$ cat src/rtl/pll_seq_pkg.sv
package pll_seq_pkg;

  localparam int M_W       = 13;
  localparam int N_W       = 6;
  localparam int P_W       = 4;
  localparam int WORD_W    = 32;
  localparam int NUM_RATES = 5;
  localparam int LOW_W     = 26;  // field span owned by the sequencer

  typedef struct packed {
    logic [P_W-1:0] p;
    logic [N_W-1:0] n;
    logic [M_W-1:0] m;
  } pll_div_t;

  typedef struct packed {
    logic [15:0]       rate_mhz;
    pll_div_t          div;
    logic [WORD_W-1:0] ext;
  } pll_entry_t;

  typedef enum logic [2:0] {
    S_IDLE,
    S_RD_CTRL,
    S_WR_OFF,
    S_WR_EXT,
    S_SETTLE,
    S_WR_ON,
    S_POLL
  } seq_state_e;

  function automatic pll_entry_t mk_entry(input int rate, input int m, input int n,
                                          input int p, input int ext);
    pll_entry_t e;
    e.rate_mhz = 16'(rate);
    e.div.m    = M_W'(m);
    e.div.n    = N_W'(n);
    e.div.p    = P_W'(p);
    e.ext      = WORD_W'(ext);
    return e;
  endfunction

  function automatic pll_entry_t rate_entry(input int idx);
    case (idx)
      0:       return mk_entry(400,  95,  2, 1,  'h31);
      1:       return mk_entry(200,  127, 0, 15, 'h3F);
      2:       return mk_entry(334,  667, 4, 9,  'h14D);
      3:       return mk_entry(1000, 119, 2, 0,  'h3D);
      default: return mk_entry(50,   95,  2, 15, 'h31);
    endcase
  endfunction

  // control word: [25] reset, [24] bypass, [23] power-off, [22:0] dividers
  function automatic logic [WORD_W-1:0] ctrl_word(input logic [WORD_W-1:0] old_w,
                                                  input pll_div_t div, input logic hold);
    logic [LOW_W-1:0] low;
    low = {hold, 1'b0, hold, div};
    return {old_w[WORD_W-1:LOW_W], low};
  endfunction

endpackage

$ cat src/rtl/pll_rate_lut.sv
module pll_rate_lut
  import pll_seq_pkg::*;
#(
  parameter int RATE_W = 16
) (
  input  logic              clk_i,
  input  logic              rst_ni,
  input  logic [RATE_W-1:0] rate_i,
  output logic              hit_o,
  output pll_div_t          div_o,
  output logic [WORD_W-1:0] ext_o
);

  logic [NUM_RATES-1:0] match;

  for (genvar i = 0; i < NUM_RATES; i++) begin : g_cmp
    localparam pll_entry_t ENT = rate_entry(i);
    assign match[i] = (32'(rate_i) == 32'(ENT.rate_mhz));
  end

  always_comb begin
    pll_entry_t e;
    e     = '0;
    hit_o = 1'b0;
    for (int i = NUM_RATES - 1; i >= 0; i--) begin
      if (match[i]) begin
        hit_o = 1'b1;
        e     = rate_entry(i);
      end
    end
    div_o = e.div;
    ext_o = e.ext;
  end

  AST_LUT_ONEHOT: assert property (@(posedge clk_i) disable iff (!rst_ni)
    $onehot0(match)) else $error("AST_LUT_ONEHOT");

endmodule

$ cat src/rtl/pll_wait_timer.sv
module pll_wait_timer #(
  parameter int CNT_W = 16
) (
  input  logic             clk_i,
  input  logic             rst_ni,
  input  logic             load_i,
  input  logic [CNT_W-1:0] load_val_i,
  output logic             zero_o
);

  logic [CNT_W-1:0] cnt_q;

  always_ff @(posedge clk_i or negedge rst_ni) begin
    if (!rst_ni)             cnt_q <= '0;
    else if (load_i)         cnt_q <= load_val_i;
    else if (cnt_q != '0)    cnt_q <= cnt_q - 1'b1;
  end

  assign zero_o = (cnt_q == '0);

  AST_TMR_HOLD_ZERO: assert property (@(posedge clk_i) disable iff (!rst_ni)
    (zero_o && !load_i) |=> zero_o) else $error("AST_TMR_HOLD_ZERO");

endmodule

$ cat src/rtl/pll_reprog_seq.sv
module pll_reprog_seq
  import pll_seq_pkg::*;
#(
  parameter int RATE_W     = 16,
  parameter int CYC_PER_US = 50,
  parameter int SETTLE_US  = 100,
  parameter int LOCK_TMO   = 2000
) (
  input  logic              clk_i,
  input  logic              rst_ni,
  input  logic              req_i,
  input  logic [RATE_W-1:0] rate_mhz_i,
  output logic              busy_o,
  output logic              done_o,
  output logic              err_o,
  output logic              reg_wr_o,
  output logic              reg_rd_o,
  output logic              reg_sel_o,
  output logic [31:0]       reg_wdata_o,
  input  logic [31:0]       reg_rdata_i
);

  localparam int SETTLE_CYC = CYC_PER_US * SETTLE_US;
  localparam int MAX_WAIT   = (SETTLE_CYC > LOCK_TMO) ? SETTLE_CYC : LOCK_TMO;
  localparam int TMR_W      = $clog2(MAX_WAIT + 1);
  localparam logic SEL_CTRL = 1'b0;
  localparam logic SEL_EXT  = 1'b1;

  seq_state_e        state_q, state_d;
  pll_div_t          div_q;
  logic [WORD_W-1:0] ext_q, ctrl_q;
  logic              done_q, err_q, done_d, err_d;
  logic              lut_hit;
  pll_div_t          lut_div;
  logic [WORD_W-1:0] lut_ext;
  logic              settle_load, settle_zero, tmo_load, tmo_zero;

  pll_rate_lut #(.RATE_W(RATE_W)) u_lut (
    .clk_i  (clk_i),
    .rst_ni (rst_ni),
    .rate_i (rate_mhz_i),
    .hit_o  (lut_hit),
    .div_o  (lut_div),
    .ext_o  (lut_ext)
  );

  pll_wait_timer #(.CNT_W(TMR_W)) u_settle (
    .clk_i      (clk_i),
    .rst_ni     (rst_ni),
    .load_i     (settle_load),
    .load_val_i (TMR_W'(SETTLE_CYC - 1)),
    .zero_o     (settle_zero)
  );

  pll_wait_timer #(.CNT_W(TMR_W)) u_lock_tmo (
    .clk_i      (clk_i),
    .rst_ni     (rst_ni),
    .load_i     (tmo_load),
    .load_val_i (TMR_W'(LOCK_TMO - 1)),
    .zero_o     (tmo_zero)
  );

  assign settle_load = (state_q == S_WR_EXT);
  assign tmo_load    = (state_q == S_WR_ON);

  always_comb begin
    state_d = state_q;
    done_d  = 1'b0;
    err_d   = 1'b0;
    unique case (state_q)
      S_IDLE: if (req_i) begin
        if (lut_hit) state_d = S_RD_CTRL;
        else         err_d   = 1'b1;
      end
      S_RD_CTRL: state_d = S_WR_OFF;
      S_WR_OFF:  state_d = S_WR_EXT;
      S_WR_EXT:  state_d = S_SETTLE;
      S_SETTLE:  if (settle_zero) state_d = S_WR_ON;
      S_WR_ON:   state_d = S_POLL;
      S_POLL: begin
        if (reg_rdata_i[31]) begin
          state_d = S_IDLE;
          done_d  = 1'b1;
        end else if (tmo_zero) begin
          state_d = S_IDLE;
          err_d   = 1'b1;
        end
      end
      default: state_d = S_IDLE;
    endcase
  end

  always_ff @(posedge clk_i or negedge rst_ni) begin
    if (!rst_ni) begin
      state_q <= S_IDLE;
      div_q   <= '0;
      ext_q   <= '0;
      ctrl_q  <= '0;
      done_q  <= 1'b0;
      err_q   <= 1'b0;
    end else begin
      state_q <= state_d;
      done_q  <= done_d;
      err_q   <= err_d;
      if (state_q == S_IDLE && req_i && lut_hit) begin
        div_q <= lut_div;
        ext_q <= lut_ext;
      end
      if (state_q == S_RD_CTRL) ctrl_q <= reg_rdata_i;
    end
  end

  always_comb begin
    reg_wr_o    = 1'b0;
    reg_rd_o    = 1'b0;
    reg_sel_o   = SEL_CTRL;
    reg_wdata_o = '0;
    unique case (state_q)
      S_RD_CTRL: reg_rd_o = 1'b1;
      S_WR_OFF: begin
        reg_wr_o    = 1'b1;
        reg_wdata_o = ctrl_word(ctrl_q, div_q, 1'b1);
      end
      S_WR_EXT: begin
        reg_wr_o    = 1'b1;
        reg_sel_o   = SEL_EXT;
        reg_wdata_o = ext_q;
      end
      S_WR_ON: begin
        reg_wr_o    = 1'b1;
        reg_wdata_o = ctrl_word(ctrl_q, div_q, 1'b0);
      end
      S_POLL: begin
        reg_rd_o  = 1'b1;
        reg_sel_o = SEL_EXT;
      end
      default: ;
    endcase
  end

  assign busy_o = (state_q != S_IDLE);
  assign done_o = done_q;
  assign err_o  = err_q;

  AST_EXT_AFTER_CTRL: assert property (@(posedge clk_i) disable iff (!rst_ni)
    (reg_wr_o && reg_sel_o) |-> $past(reg_wr_o && !reg_sel_o)) else $error("AST_EXT_AFTER_CTRL");
  AST_DONE_AFTER_LOCK: assert property (@(posedge clk_i) disable iff (!rst_ni)
    done_o |-> $past(reg_rd_o && reg_sel_o && reg_rdata_i[31])) else $error("AST_DONE_AFTER_LOCK");
  AST_BUSY_ON_REQ: assert property (@(posedge clk_i) disable iff (!rst_ni)
    $rose(busy_o) |-> $past(req_i)) else $error("AST_BUSY_ON_REQ");
  AST_ERR_NOT_BUSY: assert property (@(posedge clk_i) disable iff (!rst_ni)
    (err_o || done_o) |-> !busy_o) else $error("AST_ERR_NOT_BUSY");
  AST_DONE_ERR_EXCL: assert property (@(posedge clk_i) disable iff (!rst_ni)
    !(done_o && err_o)) else $error("AST_DONE_ERR_EXCL");
  AST_DONE_PULSE: assert property (@(posedge clk_i) disable iff (!rst_ni)
    done_o |=> !done_o) else $error("AST_DONE_PULSE");
  AST_WR_RD_EXCL: assert property (@(posedge clk_i) disable iff (!rst_ni)
    !(reg_wr_o && reg_rd_o)) else $error("AST_WR_RD_EXCL");

endmodule

$ cat config.mk
export PLATFORM = sky130hd
export DESIGN_NAME = pll_reprog_seq
export DESIGN_NICKNAME = d
export VERILOG_FILES = /design/src/rtl/pll_seq_pkg.sv /design/src/rtl/pll_rate_lut.sv /design/src/rtl/pll_wait_timer.sv /design/src/rtl/pll_reprog_seq.sv
export SDC_FILE = /design/constraint.sdc
export NUM_CORES = 1
export LEC_CHECK = 0
export BUFFER_PORTS_ARGS = -buffer_cell sky130_fd_sc_hd__buf_4
export CAP_MARGIN = 20
export CORE_MARGIN = 10
export CORE_UTILIZATION = 50
export DETAILED_ROUTE_END_ITERATION = 10
export PLACE_DENSITY_LB_ADDON = 0.1
export SLEW_MARGIN = 20
export SYNTH_ARGS = -nofsm -noshare
export SYNTH_HDL_FRONTEND = slang
export SYNTH_SLANG_ARGS = --single-unit
$ cat constraint.sdc
create_clock -name clk_i -period 3.35 [get_ports clk_i]
set_input_delay 0.1675 -clock clk_i [delete_from_list [all_inputs] [get_ports clk_i]]
set_output_delay 0.1675 -clock clk_i [all_outputs]
set_load 0.02 [all_outputs]
---- After elaboration in Yosys (flattened, before gate mapping) ----
Cells that the tools add are included.
storage, ports and cells
  word-level logic and storage cells ...... 72
  output and inout bits ................... 38
  bits of input ports ..................... 51
  flip-flop bits (word level) ............. 118
operators by class
  reduce and logical (&&, ||, !) cells .... 14
  multiplexer cells ....................... 31
  $add $sub $neg .......................... 2
  equality and inequality tests ........... 15
operators with widths
  kind                                                                     number
  55-bit two-way mux                                                       5
  32-bit one-hot mux with 3 select lines                                   1
  13-bit two-way mux                                                       4
  16-bit by 9-bit equality test with 1-bit output, second input constant   2
  13-bit logical NOT                                                       2
  13-bit nonzero test                                                      2
  13-bit by 1-bit subtractor with 13-bit output, second input constant     2
  3-bit one-hot mux with 7 select lines                                    1
  16-bit by 10-bit equality test with 1-bit output, second input constant  1
  16-bit by 6-bit equality test with 1-bit output, second input constant   1
  16-bit by 8-bit equality test with 1-bit output, second input constant   1
  3-bit two-way mux                                                        5
  1-bit two-way mux                                                        14
  3-bit equality test, second input constant                               3
  3-bit by 2-bit equality test with 1-bit output, second input constant    2
  2-bit inequality test, second input constant                             3
  4-bit AND reduction                                                      1
  2-bit nonzero test                                                       2
  2-bit OR reduction                                                       2
  3-bit by 1-bit equality test with 1-bit output, second input constant    1
  3-bit logical NOT                                                        1
  3-bit inequality test, second input constant                             1
  3-bit nonzero test                                                       1
  3-bit OR reduction                                                       1
  other kinds (2)                                                          3

---- Depth between registers and ports, before layout ----
  word-level depth ........................ 9
  gate-level depth with buffers ........... 7
  mapped depth without buffers ............ 7

---- Hierarchy ----
From an unflattened synthesis, not the netlist that was laid out.
second synthesis, totals
  cell total of the unflattened synthesis .. 451
  area, all modules ....................... 4987.3 µm²
by module, submodules not included
  module          cells each  seq. area each (µm²)  area an instance (µm²)  instances
  pll_reprog_seq  206         1651.6                2869.0                  1
  pll_wait_timer  82          325.3                 767.0                   2
  pll_rate_lut    81          0.0                   584.3                   1

---- Worst setup path after synthesis ----
No wires, ideal clock.
  path kind ............................... flip-flop to output port
  from .................................... register state_q[0]
  to ...................................... output reg_wdata_o[15]
  required time ........................... 3.182 ns
  buffers on the path ..................... 3
  slack ................................... 1.350 ns
  arrival ................................. 1.833 ns
  cell stages (with the launch flop) ...... 8
  path through ............................ dfrtp_1 > clkbuf_1 > nand2b_1 > or2_2 > o21ai_1 > clkbuf_1 > and2_1 > buf_4
between the ends
  longest elaborated chain between the ends .. 2
  elaborated cells on any way between the ends .. 4
  classes of those cells .................. eq/ne (3); mux (1)
ends and longest elaborated chain
  what                                                                                   RTL line               text
  start: declaration                                                                     pll_reprog_seq.sv:29   seq_state_e state_q, state_d;
  start signal: assignment                                                               pll_reprog_seq.sv:102  state_q <= state_d;
  3-bit equality test or 3-bit by 2-bit equality test with 1-bit output (tied branches)  pll_reprog_seq.sv:118  unique case (state_q)
  32-bit one-hot mux with 3 select lines *                                               pll_reprog_seq.sv:118
  end: declaration                                                                       pll_reprog_seq.sv:19   output logic [31:0] reg_wdata_o,
Mark *: on every way between the ends. The rest lies on a longest branch, timed or not.

---- Final worst setup path ----
Same ends and word-level chain as after synthesis.

==> tab_implementation.tex <==
\begin{tabular}{lr}
\hline
Metric & Value \\
\hline
\multicolumn{2}{l}{\textbf{Run status}} \\
\quad Status & complete, no violations \\
\multicolumn{2}{l}{\textbf{Routing}} \\
\quad Wirelength, routed & 6390 um \\
\quad Detailed-routing iteration count for the pre-antenna-repair pass & 4 \\
\quad Number of violations reported at the end of detailed-routing iteration 0 & 60 \\
\quad Routed length per instance & 15.4 um \\
\quad Count of antenna-violating nets left after detailed routing & 0 \\
\quad DR DRC count & 0 \\
\quad Average vias per placed instance & 5.52 \\
\quad Vias after detailed routing & 2286 \\
\multicolumn{2}{l}{\textbf{Floorplan}} \\
\quad Starting density of the core & 52.3\% \\
\quad DIE HEIGHT & 93.6 um \\
\quad Die X-Extent & 93.6 um \\
\quad Number of primary I/O pins & 89 \\
\quad Placement row count & 26 \\
\quad Area of the die & 8750 um\^{}2 \\
\quad Core ar. & 5170 um\^{}2 \\
\multicolumn{2}{l}{\textbf{Final layout}} \\
\quad Final antenna diode count & 0 \\
\quad Number of fill cells & 448 \\
\quad Combined flip-flop and latch cell area & 1180 um\^{}2 \\
\quad Total area of multi-input combinational cells & 1400 um\^{}2 \\
\quad Ratio of cells with drive above 1 in the final layout & 21.8\% \\
\quad Net count of the finished layout & 398 \\
\quad Synthesis-to-layout area growth & 19.6\% \\
\quad Count of placed standard cells in the final layout, fillers left out & 414 \\
\multicolumn{2}{l}{\textbf{Synthesis}} \\
\quad Sequential area share after synthesis & 43.5\% \\
\quad Post-synth design cell area & 2710 um\^{}2 \\
\quad Flip-flop cell with the highest count after synthesis & dfrtp\_1 \\
\quad Mux contribution to synthesized area & 3.79\% \\
\quad Complex-gate fraction of the synthesized area & 12.4\% \\
\quad Synth Area in XOR/XNOR & 4.53\% \\
\quad Largest family of logic cells by synthesized area & simple AND/OR/NAND/NOR gates \\
\quad Synthesized netlist cell count & 291 \\
\quad Synth Area in Simple Gates & 28.5\% \\
\quad Post-synth EDFFs & 0 \\
\quad FFs w/ async S/R, synth & 100\% \\
\quad Count of state elements after synthesis & 47 \\
\quad Post-Synth Adder-Cell Area & 1.39\% \\
\quad Number of distinct library cells after synthesis & 51 \\
\quad Synthesized area per cell & 9.30 um\^{}2 \\
\quad Count of yosys warnings during synthesis & 0 \\
\multicolumn{2}{l}{\textbf{Clocking}} \\
\quad Clock tree from TritonCTS & done \\
\quad Num CTS Buffers & 5 \\
\quad TritonCTS sink count & 47 \\
\quad Number of resized instances in the post-cts repair step & 0 \\
\quad Maximum number of buffers from clock root to sink & 2 \\
\quad CTS clk-pin slew, worst paths & 0.09 ns \\
\quad Setup bufs post-CTS & 0 \\
\quad Clock Latency Late Sink & 0.30 ns \\
\quad Number of buffers added to fix hold violations after cts & 1 \\
\quad H-tree levels & 2 \\
\quad Cell at the root of the clock tree & clkbuf\_8 \\
\multicolumn{2}{l}{\textbf{Min path}} \\
\quad Min-Delay Path Class & in -> reg \\
\multicolumn{2}{l}{\textbf{GRT}} \\
\quad Congestion Overflow GR & 0 \\
\quad Wire length of the first global-routing pass & 10800 um \\
\quad Antenna violations before repair & 0 \\
\quad Vias in the first global route & 2340 \\
\quad Overall Global Routing Usage & 14.8\% \\
\quad Pin count of the biggest net entering global routing & 48 \\
\multicolumn{2}{l}{\textbf{Pwr}} \\
\quad Total power divided by cell area & 776 nW/um\^{}2 \\
\quad Reported leakage power & 1.50 nW \\
\quad Worst ir drop on vdd & 0.000453 V \\
\multicolumn{2}{l}{\textbf{Timing}} \\
\quad Unrepaired setup endpoints after global routing & no \\
\quad Worst slew margin relative to its limit & 43.1\% \\
\quad Maximum clock skew at final layout & 0.00605 ns \\
\quad Worst Max-Slew Pin Slew & 0.842 ns \\
\quad Clock period minus worst slack & 2.44 ns \\
\quad Fmax & 410 MHz \\
\quad Final hold viol count & 0 \\
\quad Fin Setup TNS & 0 ns \\
\quad Number of slew-limit violations in the final report & 0 \\
\quad Setup-failing EPs final & 0 \\
\quad Final critical-path share of the clock period & 72.8\% \\
\multicolumn{2}{l}{\textbf{Placed design}} \\
\quad Placed wire-length estimate after detailed placement & 4840 um \\
\quad Count of placed standard cells including taps & 406 \\
\quad Number of buffers inserted by port buffering & 54 \\
\quad Routability Congestion & 0.852 \\
\multicolumn{2}{l}{\textbf{Worst setup path}} \\
\quad Path type of the worst setup path & reg -> out \\
\quad Critical path capture point type & primary output \\
\quad Crit path max fanout & 12 \\
\quad Startpoint types & flip-flop \\
\quad Arrival time at the worst endpoint & 2.27 ns \\
\quad Data required time of the worst path & 3.18 ns \\
\multicolumn{2}{l}{\textbf{Job}} \\
\quad Max-cap violation count & 0 \\
\hline
\end{tabular}
-- final timing paths --
| path | from | endpoint | slack (ns) | cells past startpoint |
|---|---|---|---|---|
| hold / removal | reg_rdata_i[28] | ctrl_q[28] | 0.1 | 2 |
| setup reg to reg | u_settle.cnt_q[7] | u_settle.cnt_q[3] | 1.16 | 5 |
| hold reg to reg | ext_q[3] | ext_q[3] | 0.50 | 1 |
| max in group asynchronous | rst_ni | div_q[19] | 2.53 | 2 |
| min in group asynchronous | rst_ni | u_settle.cnt_q[12] | 0.41 | 2 |
| setup / recovery | state_q[0] | reg_wdata_o[15] | 0.91 | 5 |
-- Yosys cell counts, types with 5 or more instances --
cell / count / area [um^2]
and3_1: 5 / 31.3
xor2_1: 7 / 61.3
nor2_1: 27 / 101
nand2_1: 31 / 116
nand4_1: 5 / 31.3
o31ai_1: 6 / 45.0
clkbuf_1: 5 / 18.8
inv_1: 12 / 45.0
nand3_1: 8 / 40.0
nor4_1: 6 / 37.5
a21oi_1: 10 / 50.1
o21ai_0: 11 / 55.1
xnor2_1: 7 / 61.3
nor4b_1: 5 / 43.8
and2_1: 13 / 81.3
or4_1: 8 / 60.1
buf_4: 12 / 90.1
mux2_2: 6 / 67.6
dfrtp_1: 47 / 1180
-- cell type report --
| type | instances | share of cell area, % |
|---|---|---|
| Tap cell | 70 | 2.71 |
| Sequential cell | 47 | 36.3 |
| Inverter | 12 | 1.39 |
| Clock buffer | 6 | 2.24 |
| Multi-Input combinational cell | 222 | 43.3 |
| Timing Repair Buffer | 56 | 13.1 |
| Clock inverter | 1 | 0.928 |
-- cells by family after synthesis --
kind of cell,after synthesis
muxes,9
other,1
AOI/OAI and AO/OA,50
xor gates and xnor gates,14
DFF,47
buffers and inverters,29
adders and majority gates,3
and+or+nand+nor,138
-- sequential cells by signal, indices dropped and copies added (netlist names) --
name and cells:
ctrl_q 6, div_q 8, done_o 1, err_o 1, ext_q 2, state_q 3, u_lock_tmo.cnt_q 13, u_settle.cnt_q 13
-- critical path, cell delays in order (launching register included) --
cell      delay [ns]
dfrtp_1         0.55
nand2b_1        0.18
or2_2           0.41
o21ai_1         0.39
and2_1          0.28
buf_4           0.16
-- metrics by stage --
stage | total power [mW] | worst slack, ns | instance area (um^2) | hold slack (ns) | utilization (%)
4_1_cts | 2.54 | 0.872 | 3240 | 0.0909 | 62.6
3_5_place_dp | 2.12 | 1.20 | 3120 | 0.217 | 60.4
6_report | 2.51 | 0.911 | 3240 | 0.0959 | 62.6
3_3_place_gp | 2.09 | 1.19 | 3120 | 0.217 | 60.4
2_1_floorplan | 1.73 | 1.35 | 2730 | -0.128 | -
5_1_grt | 2.70 | 0.744 | 3240 | 0.0928 | 62.6
-- power breakdown --
group / total, mW / switching (mW) / leakage, nW / internal (mW)
Clock: 0.406 / 0.187 / 0.0513 / 0.219
Sequential: 1.00 / 0.228 / 0.565 / 0.776
Combinational: 1.10 / 0.621 / 0.881 / 0.482
Total: 2.51 / 1.04 / 1.50 / 1.48
-- placed cells by master (no fill, tap or decap), types with 5 or more instances in the layout --
cell type	count
buf_4	55
dfrtp_1	47
nand2_1	31
nor2_1	27
and2_1	13
inv_1	12
o21ai_0	11
a21oi_1	10
nand3_1	8
or4_1	8
conb_1	8
xnor2_1	7
xor2_1	7
nor4_1	6
o31ai_1	6
mux2_2	6
and3_1	5
nor4b_1	5
nand4_1	5
clkbuf_8	5
-- per-layer routing --
layer / share of wire [%] / GRT usage, % / vias to the layer above
li1: - / - / 1123
met1: 44 / 17.9 / 1081
met2: 46 / 23.5 / 66
met3: 7.0 / 4.88 / 16
met4: 2.7 / 6.84 / 0
met5: 0 / 0 / -
Power figures use the tool's default switching activity.
